**src/rtl/tfifo_pkg.sv**
```systemverilog
package tfifo_pkg;
  localparam int unsigned BYTE_W = 8;

  // Watermark chosen by the two select bits.
  function automatic logic [7:0] trig_level(input logic [1:0] sel);
    case (sel)
      2'b00:   trig_level = 8'd8;
      2'b01:   trig_level = 8'd4;
      2'b10:   trig_level = 8'd2;
      default: trig_level = 8'd1;
    endcase
  endfunction
endpackage

```
**src/rtl/tfifo_store.sv**
```systemverilog
module tfifo_store #(
  parameter int unsigned DEPTH = 16,
  parameter int unsigned DW    = 8,
  localparam int unsigned AW   = $clog2(DEPTH),
  localparam int unsigned CW   = $clog2(DEPTH + 1)
) (
  input  logic          clk,
  input  logic          rst_n,
  input  logic          push,
  input  logic [DW-1:0] push_data,
  input  logic          pop,
  input  logic          clear,
  output logic [DW-1:0] head_data,
  output logic [CW-1:0] occ
);
  logic [DW-1:0] mem [DEPTH];
  logic [AW-1:0] rd_q, rd_d, wr_q, wr_d;
  logic [CW-1:0] occ_q, occ_d;

  function automatic logic [AW-1:0] bump(input logic [AW-1:0] p);
    bump = (p == AW'(DEPTH - 1)) ? '0 : p + AW'(1);
  endfunction

  always_comb begin
    rd_d  = rd_q;
    wr_d  = wr_q;
    occ_d = occ_q;
    if (clear) begin
      rd_d  = '0;
      wr_d  = '0;
      occ_d = '0;
    end else begin
      if (pop)  rd_d = bump(rd_q);
      if (push) wr_d = bump(wr_q);
      occ_d = occ_q + CW'(push) - CW'(pop);
    end
  end

  always_ff @(posedge clk or negedge rst_n) begin
    if (!rst_n) begin
      rd_q  <= '0;
      wr_q  <= '0;
      occ_q <= '0;
    end else begin
      rd_q  <= rd_d;
      wr_q  <= wr_d;
      occ_q <= occ_d;
    end
  end

  always_ff @(posedge clk) begin
    if (push && !clear) mem[wr_q] <= push_data;
  end

  assign head_data = mem[rd_q];
  assign occ       = occ_q;
endmodule

```
**src/rtl/tfifo_flags.sv**
```systemverilog
module tfifo_flags #(
  parameter int unsigned CW = 5
) (
  input  logic          clk,
  input  logic          rst_n,
  input  logic          clear,
  input  logic          pop,
  input  logic          push,
  input  logic          push_dma,
  input  logic [CW-1:0] occ_after_pop,
  input  logic [CW-1:0] occ_next,
  input  logic [CW-1:0] trig,
  input  logic          irq_en,
  output logic          room,
  output logic          idle,
  output logic          irq,
  output logic          dreq
);
  logic room_d, idle_d, irq_d, dreq_d;

  always_comb begin
    room_d = room;
    idle_d = idle;
    irq_d  = irq;
    dreq_d = 1'b0;
    if (clear) begin
      room_d = 1'b1;
      idle_d = 1'b1;
      if (irq_en) begin
        irq_d  = 1'b1;
        dreq_d = 1'b1;
      end
    end else begin
      if (pop && (occ_after_pop <= trig)) begin
        room_d = 1'b1;
        dreq_d = 1'b1;
        if (irq_en) irq_d = 1'b1;
        if (occ_after_pop == '0) idle_d = 1'b1;
      end
      if (push && push_dma) begin
        idle_d = 1'b0;
        if (occ_next > trig) begin
          room_d = 1'b0;
          irq_d  = 1'b0;
        end
      end
    end
    if (!irq_en) irq_d = 1'b0;
  end

  always_ff @(posedge clk or negedge rst_n) begin
    if (!rst_n) begin
      room <= 1'b1;
      idle <= 1'b1;
      irq  <= 1'b0;
      dreq <= 1'b0;
    end else begin
      room <= room_d;
      idle <= idle_d;
      irq  <= irq_d;
      dreq <= dreq_d;
    end
  end
endmodule

```
**src/rtl/tx_fifo_ctrl.sv**
```systemverilog
module tx_fifo_ctrl #(
  parameter int unsigned DEPTH = 16,
  localparam int unsigned DW   = tfifo_pkg::BYTE_W,
  localparam int unsigned CW   = $clog2(DEPTH + 1)
) (
  input  logic          clk,
  input  logic          rst_n,
  input  logic          wr_en,
  input  logic [DW-1:0] wr_data,
  input  logic          wr_dma,
  input  logic          frame_tick,
  input  logic          tx_en,
  input  logic [1:0]    trig_sel,
  input  logic          flush,
  input  logic          irq_en,
  output logic          out_valid,
  output logic [DW-1:0] out_data,
  output logic [CW-1:0] count,
  output logic          room_flag,
  output logic          idle_flag,
  output logic          dma_req,
  output logic          tx_irq
);
  logic [CW-1:0] occ, occ_after_pop, occ_next, trig;
  logic [DW-1:0] head;
  logic          pop, push;
  logic          vld_d;
  logic [DW-1:0] dat_d;

  assign trig          = CW'(tfifo_pkg::trig_level(trig_sel));
  assign pop           = frame_tick && tx_en && (occ != '0) && !flush;
  assign occ_after_pop = occ - CW'(pop);
  assign push          = wr_en && !flush && (occ_after_pop < CW'(DEPTH));
  assign occ_next      = occ_after_pop + CW'(push);

  tfifo_store #(.DEPTH(DEPTH), .DW(DW)) u_store (
    .clk       (clk),
    .rst_n     (rst_n),
    .push      (push),
    .push_data (wr_data),
    .pop       (pop),
    .clear     (flush),
    .head_data (head),
    .occ       (occ)
  );

  tfifo_flags #(.CW(CW)) u_flags (
    .clk           (clk),
    .rst_n         (rst_n),
    .clear         (flush),
    .pop           (pop),
    .push          (push),
    .push_dma      (wr_dma),
    .occ_after_pop (occ_after_pop),
    .occ_next      (occ_next),
    .trig          (trig),
    .irq_en        (irq_en),
    .room          (room_flag),
    .idle          (idle_flag),
    .irq           (tx_irq),
    .dreq          (dma_req)
  );

  always_comb begin
    vld_d = pop;
    dat_d = out_data;
    if (pop) dat_d = head;
  end

  always_ff @(posedge clk or negedge rst_n) begin
    if (!rst_n) begin
      out_valid <= 1'b0;
      out_data  <= '0;
    end else begin
      out_valid <= vld_d;
      out_data  <= dat_d;
    end
  end

  assign count = occ;
endmodule

```
**config.mk**
```make
export PLATFORM = sky130hd
export DESIGN_NAME = tx_fifo_ctrl
export DESIGN_NICKNAME = d
export VERILOG_FILES = /design/src/rtl/tfifo_pkg.sv /design/src/rtl/tfifo_store.sv /design/src/rtl/tfifo_flags.sv /design/src/rtl/tx_fifo_ctrl.sv
export SDC_FILE = /design/constraint.sdc
export NUM_CORES = 1
export LEC_CHECK = 0
export ABC_AREA = 1
export BUFFER_PORTS_ARGS = -buffer_cell sky130_fd_sc_hd__buf_2
export CAP_MARGIN = 30
export CORE_MARGIN = 1
export CORE_UTILIZATION = 23
export DETAILED_ROUTE_END_ITERATION = 8
export HOLD_SLACK_MARGIN = 0.12
export PLACE_DENSITY_LB_ADDON = 0.08
export RECOVER_POWER = 100
export SETUP_SLACK_MARGIN = 0.02
export SLEW_MARGIN = 20
export SYNTH_ARGS = -nofsm -noshare
export SYNTH_HDL_FRONTEND = slang
export SYNTH_SLANG_ARGS = --single-unit
```
**constraint.sdc**
```tcl
create_clock -name clk -period 8.83 [get_ports clk]
set_input_delay 1.766 -clock clk [delete_from_list [all_inputs] [get_ports clk]]
set_output_delay 1.766 -clock clk [all_outputs]
set_load 0.005 [all_outputs]
```
==> summary.txt, run 1 <==
Outcome
  – Status: complete, but fails checks
  – Failing checks: max-capacitance violations, max-slew violations

Pwr
  – IR drop worst, VDD: 0.0000989 V
  – PwrDens: 263 nW/µm²
  – Leakage: 2.94 nW
  – Total Power: 2.09 mW

Routing
  – WL per Instance: between 15 and 20 µm
  – Vias/cell: 4.29
  – Total wire length: 19.6 mm
  – Vias: roughly 4600
  – Post-route ant nets: 0
  – DRT iter0 DRCs: 308
  – Residual DRC count: 0
  – Pre-antenna DRT Iters: 5

Synth
  – Yosys warnings: 0
  – Post-synthesis sequential area ratio: 0.651
  – Asr flop ratio synth: 0.169
  – Post-synth EDFFs: roughly 130
  – Yosys cell types: 26
  – Seq cells post-synth: between 150 and 200
  – Most frequent cell after synthesis: nor2_1
  – Syn Area/Cell: 10.7 µm²
  – Synth Flop Type: edfxtp_1
  – Synth area leaders: edfxtp_1 (56%), dfrtp_1 (8.7%), nor2_1 (7.9%)
  – Syn Inst Count: ~640
  – Post-Syn Area: ~7000 µm²
  – Yosys top cell by area: edfxtp_1
  – Syn Nets: about 690
  – Top cell type's share of synthesized area: 0.557
  – Most frequent cells after synthesis: nor2_1 (145), edfxtp_1 (128), nand2_1 (93)

Setup path
  – CP Class: input port to flop
  – Worst Setup End Kind: flop
  – CP required: between 9000 and 10000 ps
  – Critical path data arrival time: 5920 ps
  – Critical path launch point type: input port
  – Critical-path maximum fanout: 12

Floorplanning
  – Die footprint: just over 30000 µm²
  – Die span in x: approximately 180 µm
  – Starting density of the core: 0.234
  – I/O Pins: 36
  – Rows: 63
  – Core Area: just under 30000 µm²
  – Vert. Die Dim: roughly 180 µm

STA
  – Slew Viols, Final: 27
  – Least-Margin Pin Slew: around 1600 ps
  – RSZ-0062 raised after global routing: false
  – Post-layout min period: ~5600 ps
  – Clk_skew: approximately 14 ps
  – Final setup fails: 0
  – Final Hold Violating Endpoints: 0
  – Fin crit share: 0.634
  – Fmax: 179 MHz
  – Worst rel slew slack: -0.0762
  – Total Neg Setup Slack: 0 ps

GRT
  – First-pass GRT wire length: 30.4 mm
  – Vias in the first global route: between 4000 and 5000
  – Initial antenna violation count: 0
  – Largest net degree at the start of global routing: 67
  – Total gr overflow: 0
  – Tot GR Track Use: 0.136

Clock tree
  – Worst skew pair latency: 430 ps
  – CTS Sinks: about 150
  – CTS tree: done
  – CTS root buf: clkbuf_16
  – Post-CTS Setup Bufs: 0
  – CTS Buf Count: 17
  – H-tree depth: 4
  – Cts repair resizes: 0
  – Clk slew on worst S/H paths: around 70 ps
  – CTS max path bufs: 2
  – Hold-fix buffers at CTS: 0

Final layout
  – Final Net Count: around 700
  – Multi-input gate area: between 2000 and 2500 µm²
  – Filler cells: approximately 3100
  – Register area: ~4500 µm²
  – Share of cells above drive strength 1: 0.0815
  – Final Util: 0.269
  – Area growth syn-to-layout: 15.1%
  – N_diodes: 0

Worst hold path
  – HP Class: flop to flop

Place
  – Gpl congestion: 0.774
  – Hpwl dp: ~13 mm
  – PortBufs: 35

Job
  – Max-Cap Viols: 1
layout by cell type (no fill, tap or decap), types with 7 or more instances in the layout:
master	netlist	final
clkbuf_1	4	19
buf_2	13	16
o21ai_0	36	37
o211ai_1	8	8
dfrtp_1	24	23
nand2_1	93	94
ha_1	24	24
inv_1	38	39
a21oi_1	8	8
inv_6	0	7
nand3_1	51	51
nor2_1	145	146
clkbuf_16	0	17
edfxtp_1	128	128
o21ai_1	37	36
state kept, by name, summed over array words and instances, names as in the netlist:
name and count:
u_flags.idle 1, out_valid 1, u_flags.irq 1, u_flags.room 1, u_store.rd_q 4, u_store.mem 128
u_flags.dreq 1, u_store.wr_q 4, u_store.occ 5, out_data 8
power breakdown:
part	switching (mW)	total, mW	internal, mW	leakage [nW]
registers	0.0321	0.867	0.835	1.49
logic	0.340	0.499	0.159	1.18
clock network	0.326	0.724	0.398	0.272
total	0.698	2.09	1.39	2.94
per-layer routing:
metal / part of all wire / vias to the layer above / track usage
li1: - / 2257 / -
met4: 0.010 / 0 / 0.0380
met1: 0.47 / 2267 / 0.180
met2: 0.49 / 85 / 0.228
met3: 0.033 / 14 / 0.0253
met5: 0 / - / 0
cell families after synthesis:
logic type               after synthesis  share of synthesized area
AO/OA/AOI/OAI                         92                     0.0701
XOR/XNOR                               6                    0.00761
adder cells (fa/ha/maj)               25                     0.0464
buffers and inverters                 71                     0.0513
flip-flops                           154                      0.651
AND/OR/NAND/NOR                      296                      0.173
final timing paths:
kind                                      from               to  slack (ps)  cells past startpoint
worst min-delay path               out_data[0]      out_data[0]         490                      2
min in group asynchronous                rst_n   u_store.occ[0]        1740                      1
worst min register to register     out_data[0]      out_data[0]         490                      2
worst max-delay path                     flush      u_flags.irq        3230                     26
max in group asynchronous                rst_n  u_store.rd_q[0]        6040                      1
worst max register to register  u_store.occ[2]      u_flags.irq        4090                     29
per-stage QoR:
stage / worst slack (ps) / hold slack (ps) / std cells / instance area, µm²
after floorplan: 4440 / 472 / 644 / 6900
after global placement: 3420 / 476 / 1045 / 7400
after detailed placement: 3290 / 470 / 1045 / 7400
after CTS: 3730 / 488 / 1077 / 7980
after global routing: 2720 / 519 / 1077 / 7950
final: 3230 / 490 / 1077 / 7950
critical path, cell delays in order:
cell	delay [ps]
clkbuf_1	170
inv_1	260
nand3_1	440
inv_1	460
ha_1	300
ha_1	190
inv_1	60
nand2_1	70
nand2_1	50
nand2_1	50
nand2_1	110
nor2_1	530
ha_1	300
ha_1	220
xnor2_1	130
inv_1	60
ha_1	290
nand2_1	60
nand2_1	50
nand2_1	40
nand2_1	50
nand2_1	50
nand2_1	60
nand2_1	60
nand2_1	60
nand2_1	40
layout make-up:
cell class | instances | area share
Sequential cell | 154 | 0.566
Inverter | 44 | 0.0208
Clock inverter | 15 | 0.0192
Multi-Input combinational cell | 419 | 0.257
Tap cell | 390 | 0.0614
Timing Repair Buffer | 38 | 0.0219
Clock buffer | 17 | 0.0535
Note: power is estimated with default switching activity, not from simulation.
==> run 2, diff against run 1 <==
==> constraint.sdc (replaced) <==
create_clock -name clk -period 4.8 [get_ports clk]
set_input_delay 0.96 -clock clk [delete_from_list [all_inputs] [get_ports clk]]
set_output_delay 0.96 -clock clk [all_outputs]
set_load 0.005 [all_outputs]
==> run 2 against run 1 <==
Die area is the same. Global-route usage shrank 0.079 points. Cell count is 1.0% higher. Largest power group unchanged. Clock skew fell by 1.7 ps. Via count grew 1.5%. The run now ends clean.
==> summary.txt, run 2 (synthesis gave the netlist of run 1 again) <==
Outcome
  – Status: finished, final reports clean

STA
  – Post-layout min period: about 3800 ps
  – RSZ-0062 raised after global routing: false
  – Fmax: approximately 260 MHz
  – Final Hold Violating Endpoints: 0
  – Worst rel slew slack: 0.0118
  – Total Neg Setup Slack: 0 ps
  – Slew Viols, Final: 0
  – Fin crit share: 0.799
  – Final setup fails: 0
  – Clk_skew: 11.9 ps
  – Setup ws final: roughly 960 ps
  – Least-Margin Pin Slew: approximately 1500 ps

Clock tree
  – CTS root buf: clkbuf_16
  – CTS max path bufs: 2
  – Cts repair resizes: 0
  – Post-CTS Setup Bufs: 0
  – CTS Buf Count: 17
  – CTS tree: done
  – Hold-fix buffers at CTS: 0
  – CTS Sinks: between 150 and 200
  – Worst skew pair latency: about 420 ps
  – Clk slew on worst S/H paths: roughly 70 ps
  – H-tree depth: 4

Setup path
  – Crit-path max cell delay: 430 ps
  – Flop2flop setup slack: about 960 ps
  – Critical path launch point type: flop
  – Critical path's top delay family: adder cells
  – Worst r2r path cells: 29
  – Stages on worst setup path: 29
  – CP bufs+invs: 6
  – Critical Path Slowest Stage Cell: dfrtp_1
  – Critical Path Most Common Cell: nand2_1
  – Critical-path maximum fanout: 12
  – Critical path data arrival time: slightly above 4000 ps
  – Setup crit start: u_store.occ[2]
  – Worst Setup End Kind: flop
  – CP Class: flop to flop
  – CP required: just over 5000 ps
  – Critical R2R Launch: u_store.occ[2]
  – Reg2reg end: u_flags.irq

Routing
  – Vias: between 4000 and 5000
  – WL per Instance: between 15 and 20 µm
  – Total wire length: between 15 and 20 mm
  – Residual DRC count: 0
  – Post-route ant nets: 0
  – Vias/cell: between 4 and 5
  – DRT iter0 DRCs: between 200 and 300
  – Pre-antenna DRT Iters: 5

Pwr
  – Switching share of power: 0.330
  – Pint: 2.56 mW
  – Sequential Power Share: 0.417
  – Clk pwr share: 0.341
  – IR drop worst, VDD: about 0.00018 V
  – Sw power: 1.26 mW
  – Leakage: a little under 3 nW
  – PwrDens: approximately 480 nW/µm²
  – Gate power share: 0.241

GRT
  – Total gr overflow: 0
  – First-pass GRT wire length: 30.4 mm
  – Vias in the first global route: between 4000 and 5000
  – Initial antenna violation count: 0
  – Tot GR Track Use: 0.136
  – Largest net degree at the start of global routing: 67

Final layout
  – N_diodes: 0
  – Most flops, register: u_store.mem
  – Commonest non-fill, non-tap cell in the layout: nor2_1
  – Register area: around 4500 µm²
  – Most frequent cells in the layout: nor2_1 (145), edfxtp_1 (128), nand2_1 (94)
  – Area growth syn-to-layout: 15.7%
  – Multi-input gate area: between 2000 and 2500 µm²
  – Filler cells: approximately 3100
  – Post-route cell area: 7990 µm²
  – Non-filler cells, final: 1088
  – Final Util: 0.270
  – Final Net Count: ~730
  – Max reg flops: around 130
  – Share of cells above drive strength 1: 0.0817

Floorplanning
  – Starting density of the core: 0.234
  – Die footprint: ~30000 µm²
  – Vert. Die Dim: around 180 µm
  – Die span in x: 175 µm
  – Rows: 63
  – I/O Pins: 36
  – Core Area: slightly below 30000 µm²

Place
  – Pre-CTS setup slack: around 710 ps
  – Hpwl dp: between 10 and 15 mm
  – PortBufs: 35
  – DP Cell Count: between 1000 and 1500
  – Gpl congestion: around 0.8
  – Placement Cell Area: between 7000 and 8000 µm²

Worst hold path
  – Hold Crit Start: out_data[6]
  – Hold Crit Depth: 2
  – Hold Path End: out_data[6]
  – HP Class: flop to flop

Job
  – Max-Cap Viols: 0
[run 2: stage by stage]
stage	hold WS, ps	total power, mW
detailed placement	473	2.58
floorplan	472	2.25
global route	514	4.06
CTS	494	3.90
finish	486	3.82
global placement	476	2.58
[run 2: final cells by class]
cell class / count / share of cell area
Inverter: 44 / 0.0207
Tap cell: 390 / 0.0611
Clock inverter: 14 / 0.0174
Multi-Input combinational cell: 419 / 0.257
Sequential cell: 154 / 0.563
Clock buffer: 18 / 0.0537
Timing Repair Buffer: 49 / 0.0276
[run 2: worst max path at each step]
stage                              to  slack [ps]
after floorplan           u_flags.irq        1210
after global placement    u_flags.irq         790
after detailed placement  u_flags.irq         710
after CTS                 u_flags.irq         960
after global routing      u_flags.irq         550
final                     u_flags.irq         960
[run 2: power groups by stage]
stage                     registers, mW  logic [mW]  clock network, mW
after floorplan                    1.61       0.636                  0
after global placement             1.62       0.964                  0
after detailed placement           1.62       0.958                  0
after CTS                          1.59       0.965               1.34
after global routing               1.60        1.06               1.40
final                              1.59       0.921               1.30
[run 2: tightest hold or removal path: stages (launching register included)]
cell     delay (ps)
dfrtp_1         350
nand2_1          50
nand2_1          50
[run 2: routing by layer]
layer  up-vias  wire [µm]  GRT usage
li1       2277          -          -
met3        26        521     0.0303
met1      2302       9260      0.171
met4         0        385     0.0467
met5         -          0          0
met2        87       9560      0.228
